[src/rtl/fsel_alu_pkg.sv]
package fsel_alu_pkg;
   localparam int FN_W = 3;

   // Lower two select bits inside the arithmetic group: adder B input choice
   typedef enum logic [1:0] {
      BSRC_ZERO = 2'b00,
      BSRC_B    = 2'b01,
      BSRC_INVB = 2'b10,
      BSRC_ONES = 2'b11
   } bsrc_e;

   // Lower two select bits inside the logic group
   typedef enum logic [1:0] {
      LOP_OR  = 2'b00,
      LOP_XOR = 2'b01,
      LOP_AND = 2'b10,
      LOP_NOT = 2'b11
   } lop_e;
endpackage

[src/rtl/fsel_alu_bsel.sv]
module fsel_alu_bsel
   import fsel_alu_pkg::*;
#(
   parameter int WIDTH = 8
) (
   input  logic [WIDTH-1:0] op_b,
   input  bsrc_e            src,
   output logic [WIDTH-1:0] b_eff
);
   always_comb begin
      unique case (src)
         BSRC_ZERO: b_eff = '0;
         BSRC_B:    b_eff = op_b;
         BSRC_INVB: b_eff = ~op_b;
         default:   b_eff = '1;
      endcase
   end
endmodule

[src/rtl/fsel_alu_adder.sv]
module fsel_alu_adder #(
   parameter int WIDTH  = 8,
   parameter bit RIPPLE = 1'b0
) (
   input  logic [WIDTH-1:0] a,
   input  logic [WIDTH-1:0] b,
   input  logic             cin,
   output logic [WIDTH-1:0] sum,
   output logic             cout
);
   localparam int SUM_W = WIDTH + 1;

   generate
      if (RIPPLE) begin : g_ripple
         logic [WIDTH:0] cy;
         assign cy[0] = cin;
         for (genvar i = 0; i < WIDTH; i++) begin : g_bit
            assign sum[i]  = a[i] ^ b[i] ^ cy[i];
            assign cy[i+1] = (a[i] & b[i]) | (cy[i] & (a[i] ^ b[i]));
         end
         assign cout = cy[WIDTH];
      end else begin : g_infer
         logic [SUM_W-1:0] full;
         assign full = {1'b0, a} + {1'b0, b} + SUM_W'(cin);
         assign sum  = full[WIDTH-1:0];
         assign cout = full[WIDTH];
      end
   endgenerate
endmodule

[src/rtl/fsel_alu_logic.sv]
module fsel_alu_logic
   import fsel_alu_pkg::*;
#(
   parameter int WIDTH = 8
) (
   input  logic [WIDTH-1:0] a,
   input  logic [WIDTH-1:0] b,
   input  lop_e             op,
   output logic [WIDTH-1:0] y
);
   always_comb begin
      unique case (op)
         LOP_OR:  y = a | b;
         LOP_XOR: y = a ^ b;
         LOP_AND: y = a & b;
         default: y = ~a;
      endcase
   end
endmodule

[src/rtl/fsel_alu.sv]
module fsel_alu
   import fsel_alu_pkg::*;
#(
   parameter int WIDTH         = 8,
   parameter bit RIPPLE_ADDER  = 1'b0
) (
   input  logic [WIDTH-1:0] op_a,
   input  logic [WIDTH-1:0] op_b,
   input  logic [FN_W-1:0]  func_sel,
   input  logic             carry_in,
   output logic [WIDTH-1:0] result,
   output logic             carry_out,
   output logic             zero_flag
);
   generate
      if (WIDTH < 2) begin : g_bad_width
         $error("fsel_alu: WIDTH must be at least 2");
      end
      if (FN_W != 3) begin : g_bad_fn
         $error("fsel_alu: select width must be 3");
      end
   endgenerate

   logic             is_logic;
   bsrc_e            bsrc;
   lop_e             lop;
   logic [WIDTH-1:0] b_eff;
   logic [WIDTH-1:0] sum;
   logic             add_cout;
   logic [WIDTH-1:0] lres;

   assign is_logic = func_sel[2];
   assign bsrc     = bsrc_e'(func_sel[1:0]);
   assign lop      = lop_e'(func_sel[1:0]);

   fsel_alu_bsel #(.WIDTH(WIDTH)) u_bsel (
      .op_b  (op_b),
      .src   (bsrc),
      .b_eff (b_eff)
   );

   fsel_alu_adder #(.WIDTH(WIDTH), .RIPPLE(RIPPLE_ADDER)) u_add (
      .a    (op_a),
      .b    (b_eff),
      .cin  (carry_in),
      .sum  (sum),
      .cout (add_cout)
   );

   fsel_alu_logic #(.WIDTH(WIDTH)) u_logic (
      .a  (op_a),
      .b  (op_b),
      .op (lop),
      .y  (lres)
   );

   assign result    = is_logic ? lres : sum;
   assign carry_out = is_logic ? 1'b0 : add_cout;
   assign zero_flag = ~|result;
endmodule

[config.mk]
export PLATFORM = sky130hd
export DESIGN_NAME = fsel_alu
export DESIGN_NICKNAME = d
export VERILOG_FILES = /design/src/rtl/fsel_alu_pkg.sv /design/src/rtl/fsel_alu_bsel.sv /design/src/rtl/fsel_alu_adder.sv /design/src/rtl/fsel_alu_logic.sv /design/src/rtl/fsel_alu.sv
export SDC_FILE = /design/constraint.sdc
export NUM_CORES = 1
export LEC_CHECK = 0
export ABC_AREA = 1
export BUFFER_PORTS_ARGS = -buffer_cell sky130_fd_sc_hd__buf_2
export CORE_MARGIN = 2
export CORE_UTILIZATION = 55
export DETAILED_ROUTE_END_ITERATION = 10
export PLACE_DENSITY = 0.93
export REMOVE_ABC_BUFFERS = 1
export SETUP_SLACK_MARGIN = 0.15
export SYNTH_ARGS = -nofsm -noshare
export SYNTH_HDL_FRONTEND = slang
export SYNTH_SLANG_ARGS = --single-unit
export TNS_END_PERCENT = 100
[constraint.sdc]
create_clock -name vclk -period 2.6
set_input_delay 0.26 -clock vclk [all_inputs]
set_output_delay 0.26 -clock vclk [all_outputs]
set_load 0.01 [all_outputs]
# [After elaboration in Yosys (flattened, before gate mapping)]
# Index checks and enable logic that the tools add are counted.
[totals] reg_bits=0 out_inout_bits=10
[classes] mux=4 bitwise_logic=5 addsub=2 n_reduce_logical=3 eq_ne=2
[op_table] cell="8-bit case mux with 3 select lines" count=2
[op_table] cell="8-bit NOT" count=2
[op_table] cell="8-bit by 8-bit adder with 9-bit output" count=1
[op_table] cell="9-bit by 1-bit adder with 9-bit output" count=1
[op_table] cell="8-bit AND" count=1
[op_table] cell="8-bit two-way mux" count=1
[op_table] cell="8-bit OR" count=1
[op_table] cell="8-bit OR reduction" count=1
[op_table] cell="8-bit XOR" count=1
[op_table] cell="2-bit by 1-bit equality test with 1-bit output, second input constant" count=1
[op_table] cell="2-bit equality test, second input constant" count=1
[op_table] cell="2-bit logical NOT" count=1
[op_table] cell="1-bit logical NOT" count=1
[op_table] cell="1-bit two-way mux" count=1

# [Logic depth before layout (Yosys ltp)]
# Gate-level depths: netlist of run 1.
[depth] ltp_word=7 mapped_depth=16

# [Cells and area by module]
# A second synthesis of run 1 with hierarchy kept.
[hier_totals] hier_cells=215 hier_area_um2=1174.9
[by_module_without_submodules] mod="fsel_alu_logic" seq_area_each_um2=0.0 cells_each=87 n_inst=1 area_per_inst_um2=524.3
[by_module_without_submodules] mod="fsel_alu_adder" seq_area_each_um2=0.0 cells_each=59 n_inst=1 area_per_inst_um2=351.6
[by_module_without_submodules] mod="fsel_alu" seq_area_each_um2=0.0 cells_each=35 n_inst=1 area_per_inst_um2=168.9
[by_module_without_submodules] mod="fsel_alu_bsel" seq_area_each_um2=0.0 cells_each=34 n_inst=1 area_per_inst_um2=130.1

# [Worst setup path before layout of run 1]
# Ideal clock, no wire load.
[synth_timing] path_type="input-to-output" from="in func_sel[0]" to="out zero_flag" setup_slack_ns=0.251 path_buffers=1 t_required_ns=2.340 t_arrival_ns=2.089 cell_stages=15 cell_sequence="buf_6 > inv_2 > nand2_1 > o21ai_0 > fa_1 > fa_1 > inv_1 > nand2_1 > nand2_1 > nand3_1 > nand3_1 > nand2_1 > nor2_1 > nand3_1 > nor2_1"
[synth_between] elab_chain_len=7 elab_cells_between_ends=10 cone_classes="add/sub (2); eq/ne (2); mux (3); reduce/logical (3)"
[synth_lines] element="start, declared" line_no="fsel_alu.sv:9" rtl="input logic [FN_W-1:0] func_sel,"
[synth_lines] element="2-bit equality test (tied with other cells)" line_no="fsel_alu_bsel.sv:11, fsel_alu_logic.sv:12"
[synth_lines] element="8-bit case mux with 3 select lines" line_no="fsel_alu_bsel.sv:11" rtl="unique case (src)"
[synth_lines] element="8-bit by 8-bit adder with 9-bit output" line_no="fsel_alu_adder.sv:24" rtl="assign full = {1'b0, a} + {1'b0, b} + SUM_W'(cin);"
[synth_lines] element="9-bit by 1-bit adder with 9-bit output" line_no="fsel_alu_adder.sv:24"
[synth_lines] element="8-bit two-way mux (*)" line_no="fsel_alu.sv:57" rtl="assign result = is_logic ? lres : sum;"
[synth_lines] element="net result[4]" line_no="fsel_alu.sv:11" rtl="output logic [WIDTH-1:0] result,"
[synth_lines] element="8-bit OR reduction (*)" line_no="fsel_alu.sv:59" rtl="assign zero_flag = ~|result;"
[synth_lines] element="1-bit logical NOT (*)" line_no="fsel_alu.sv:59"
[synth_lines] element="end, declared" line_no="fsel_alu.sv:13" rtl="output logic zero_flag"
# The timed path passes the listed nets; every way through them passes the cells marked *.

# [Worst setup path in the final report of run 1]
[layout_timing] from="in func_sel[0]" to="out zero_flag"
[layout_between] elab_chain_len=7 elab_cells_between_ends=10 cone_classes="add/sub (2); eq/ne (2); mux (3); reduce/logical (3)"
[layout_lines] element="2-bit equality test (tied with other cells)" line_no="fsel_alu_bsel.sv:11, fsel_alu_logic.sv:12"
[layout_lines] element="8-bit case mux with 3 select lines" line_no="fsel_alu_bsel.sv:11"
[layout_lines] element="8-bit by 8-bit adder with 9-bit output" line_no="fsel_alu_adder.sv:24"
[layout_lines] element="9-bit by 1-bit adder with 9-bit output" line_no="fsel_alu_adder.sv:24"
[layout_lines] element="8-bit two-way mux (*)" line_no="fsel_alu.sv:57"
[layout_lines] element="8-bit OR reduction (*)" line_no="fsel_alu.sv:59"
[layout_lines] element="1-bit logical NOT (*)" line_no="fsel_alu.sv:59"
# Every way passes the cells marked *; elsewhere a longest branch is shown, timed or not.

==> results.md, run 1 <==
- Status: completed
- Pwr dens: 221 nW/um^2
- Critical path required time: 2.34 ns
- Layout overhead on the synthesized area: 22.5%
- Setup ws final: 0.168 ns
- Grt total ovfl: 0
- Initial antenna violation count: 0
- DP Worst Slack: 0.138 ns
- Post-Syn Area: 1120 um^2
- First-pass GRT wire length: 4.58 mm
- DRT Pass-1 Iters: 6
- Mapped Cells: 204
- DP Wirelength: 2.32 mm
- # clk buffers: 0
- Fmax: 411 MHz
- Crit Path Max Fanout: 3
- Tmin final: 2.43 ns
- Mean Syn Cell Area: 5.51 um^2
- I/O pins: 30
- Worst setup SP type: input pin
- Initial Utilization: 57.9%
- Largest net degree at the start of global routing: 18
- Placer Congestion: 0.866
- Multi-input logic area: 958 um^2
- Arr. time, crit path: 2.17 ns
- Unrepaired setup endpoints after global routing: true
- Post-route setup TNS: 0 ns
- Die X-Extent: 49.2 um
- Yosys warns: 0
- Nets: 282
- Post-synthesis cell type count: 20
- Count of maximum capacitance violations: 0
- Final WL: 3.09 mm
- Critical Path Sink Type: output port
- Seq. cell area: 0 um^2
- Number of global-route vias before repair: 1112
- Filler instances: 167
- Final ANT Viol Nets: 0
- Initial DRC count: 42
- DR vias/cell: 5.40
- Die area: 2420 um^2
- Dpl cells: 259
- Die H: 49.2 um
- Worst hold path class: input pin to output port
- Slew Limit Fails: 0
- Floorplan core area: 1940 um^2
- Detailed-route DRC error count: 0
- Worst VDD drop: 0.000124 V
- Layout Cells excl Fill: 262
- Via Count: 1415
- Tcrit/Tclk final: 93.5%
- Slew headroom: 79.2%
- Worst slew pin tran: 0.311 ns
- LEAKAGE: 0.859 nW
- Number of buffer cells added on primary ports: 30
- Final setup viols: 0
- Row cnt: 16
- Number of diodes: 0
- Fin. Hold Viols: 0
- WL per Instance: 11.8 um
- Total global-route track usage: 22.9%
- Critical path type: input pin to output port
- Ratio of cells with drive above 1 in the final layout: 24.3%
- Sequential element share of the synthesized area: 0%
- Sequential cells: 0
## layout make-up
| class | count | share of cell area (%) |
|---|---|---|
| multi-input cells | 153 | 69.6 |
| well taps | 27 | 2.45 |
| repair buffers | 35 | 14.8 |
| inverters | 47 | 13.2 |
## power by group
| part | internal (mW) | switching, mW | leakage [nW] |
|---|---|---|---|
| logic | 0.121 | 0.184 | 0.859 |
| clock network | 0 | 0 | 0 |
| registers | 0 | 0 | 0 |
## synth_stat cells (all sizes together)
master | instances | area, um^2
buf | 4 | 38.8
a21oi | 6 | 37.5
nand3 | 21 | 105
nand3b | 1 | 7.51
fa | 2 | 40.0
or2 | 1 | 6.26
o21ai | 18 | 90.1
o211ai | 3 | 22.5
inv | 47 | 176
nand2 | 59 | 229
ha | 23 | 288
nor2 | 16 | 62.6
o2111ai | 1 | 8.76
nand4 | 2 | 12.5
## per-layer routing
metal  up-vias  track usage (%)  routed length, um
met4         0             2.38                  0
met1       651             30.9               1300
li1        706                -                  -
met5         -                0                  0
met3         0             1.23                204
met2        58             40.8               1590
## worst max-delay path, stage by stage
cell     delay, ns
buf_8         0.08
inv_4         0.03
nand2_2       0.06
o21ai_2       0.06
fa_2          0.39
fa_2          0.40
inv_2         0.07
nand2_2       0.05
nand2_2       0.10
nand3_2       0.08
nand3_2       0.08
nand2_1       0.08
nor2_1        0.12
nand3_1       0.09
nor2_1        0.09
buf_2         0.13
## kinds of logic (layout without fill, tap and decap cells)
kind of cell    count (synthesis)  after routing  synth area share (%)
fa+ha+maj                      25             25                  29.1
compound gates                 28             28                  14.1
buf+inv                        51             82                  19.1
simple gates                  100            100                  37.6
## cell usage in the layout (no fill, tap or decap), types with 2 or more instances in the layout
master | Yosys | routed
nand2_2 | 0 | 4
nor2_2 | 1 | 3
nand4_1 | 2 | 2
inv_1 | 45 | 44
a21oi_1 | 4 | 4
o21ai_1 | 2 | 4
fa_2 | 0 | 2
buf_2 | 1 | 28
nand3_1 | 21 | 16
inv_4 | 0 | 2
nand3_2 | 0 | 5
nor2_1 | 15 | 13
a21oi_2 | 2 | 2
buf_4 | 0 | 5
nand2_1 | 58 | 54
ha_1 | 23 | 23
o21ai_0 | 16 | 13
o211ai_1 | 3 | 3
## timing repair
| item | in CTS | in global routing |
|---|---|---|
| setup buffers | 0 | 3 |
| endpoints found under the setup margin | 1 | 3 |
| gates resized for setup | 1 | 23 |
| pin swaps | 0 | 11 |
| hold buffers | 0 | 0 |
## stage by stage
step                      hold slack (ns)  util (%)  instance area, um^2  total power [mW]
after floorplan                     0.568         -                 1090             0.174
after global placement              0.916      66.2                 1280             0.257
after detailed placement            0.914      66.2                 1280             0.265
after CTS                           0.916      66.3                 1290             0.266
after global routing                 1.00      70.9                 1380             0.341
final                               0.938      70.9                 1380             0.305
## path summary, 6_finish.rpt
path | slack (ns) | from | endpoint | cells after the start
worst max-delay path | 0.17 | func_sel[0] | zero_flag | 16
worst min-delay path | 0.94 | func_sel[2] | carry_out | 3
(Power assumes the default switching activity.)
==> run 2, diff against run 1 <==
- CORE_MARGIN: 2 -> not set
==> results.md, run 2 (synthesized netlist as in run 1, its figures left out) <==
- Ratio of cells with drive above 1 in the final layout: 25.0%
- Worst VDD drop: 0.000127 V
- Status: completed
- CP max stage cell: fa_2
- # clk buffers: 0
- Initial DRC count: 38
- Final WL: 3.15 mm
- Fin util: 76.0%
- I/O pins: 30
- Layout Cells excl Fill: 261
- Commonest non-fill, non-tap cell in the layout: nand2_1
- Number of global-route vias before repair: 1117
- DP Wirelength: 2.32 mm
- Row cnt: 15
- Total global-route track usage: 27.1%
- First-pass GRT wire length: 4.47 mm
- Commonest non-fill, non-tap cells in the layout: nand2_1 (52), inv_1 (44), buf_2 (27), ha_1 (23), nand3_1 (18)
- Unrepaired setup endpoints after global routing: true
- Tcrit/Tclk final: 93.0%
- Critical-path cell list: buf_8 > inv_4 > nand2_2 > o21ai_2 > fa_2 > fa_2 > inv_2 > nand2_2 > nand2_2 > nand3_2 > nand2_2 > nand2_1 > nand3_2 > nand2_1 > nand3_1 > nor2_1 > buf_2
- Largest net degree at the start of global routing: 18
- DRT Pass-1 Iters: 4
- Number of buffer cells added on primary ports: 30
- Fmax: 414 MHz
- Crit Path Max Fanout: 3
- Final hold slack: 0.935 ns
- Multi-input logic area: 956 um^2
- Die area: 2230 um^2
- Top Family by Delay on Critical Path: simple AND/OR/NAND/NOR gates
- Dpl cells: 257
- LEAKAGE: 0.862 nW
- Detailed-route DRC error count: 0
- Critical Path Sink Type: output port
- Setup ws final: 0.183 ns
- CP Buf/Inv Count: 4
- DP Worst Slack: 0.105 ns
- Post-route setup TNS: 0 ns
- Pwr dens: 223 nW/um^2
- Top cell by count, worst path: nand2_2
- Filler instances: 149
- Hold Crit Start: func_sel[2]
- Sequential cells: 0
- Nets: 283
- Worst setup SP type: input pin
- Initial antenna violation count: 0
- Fin. Hold Viols: 0
- DR vias/cell: 5.40
- Final ANT Viol Nets: 0
- Number of diodes: 0
- Floorplan core area: 1820 um^2
- CTS Hold Bufs: 0
- Layout overhead on the synthesized area: 23.0%
- Slew Limit Fails: 0
- Initial Utilization: 61.8%
- Max incr delay on CP: 0.39 ns
- Worst setup startpoint: func_sel[0]
- Worst hold path class: input pin to output port
- Die H: 47.2 um
- Seq. cell area: 0 um^2
- Via Count: 1409
- Slew headroom: 75.2%
- Grt total ovfl: 0
- WL per Instance: 12.1 um
- Final setup viols: 0
- Tmin final: 2.42 ns
- Placer Congestion: 0.864
- Arr. time, crit path: 2.16 ns
- Worst slew pin tran: 0.368 ns
- Critical path type: input pin to output port
- Count of maximum capacitance violations: 0
- Die X-Extent: 47.2 um
- Critical path required time: 2.34 ns
-- run 2: cell count changes in the layout (fill, tap and decap cells not counted), sizes merged --
cell,before,now
buf,35,36
-- run 2: path summary, 6_finish.rpt --
path | slack, ns | end | cells past startpoint
setup / recovery | 0.18 | zero_flag | 17
hold / removal | 0.93 | carry_out | 3
-- run 2: final cells by class --
cell class         instances  share of cell area (%)
multi-input cells        153                    69.1
repair buffers            36                    15.7
inverters                 47                    12.9
well taps                 25                    2.26
-- run 2: stage by stage --
stage	total power [mW]	area (um^2)
CTS	0.267	1290
floorplan	0.174	1090
global placement	0.257	1280
detailed placement	0.264	1280
finish	0.308	1380
global route	0.344	1380
-- run 2: per-layer routing --
layer / global-route usage, % / wire [um] / up-vias
met5: 0 / 0 / -
li1: - / - / 707
met4: 1.71 / 44 / 0
met1: 35.4 / 1350 / 636
met2: 50.7 / 1540 / 60
met3: 1.15 / 214 / 6
-- run 2: power breakdown --
group	total, mW	internal, mW	switching, mW	leakage [nW]
clock	0	0	0	0
combinational	0.308	0.123	0.185	0.862
sequential	0	0	0	0
total	0.308	0.123	0.185	0.862
-- run 2: worst min-delay path, delay by kind of cell --
family | cells | cell delay [ns]
buffers and inverters | 2 | 0.31
and+or+nand+nor | 1 | 0.11
-- run 2: timing repair --
item / 4_1_cts / 5_1_grt
endpoints found under the setup margin: 1 / 3
hold endpoints to repair: 0 / 0
gates resized for setup: 2 / 22
buffers inserted: 0 / 4
pin swaps: 0 / 11
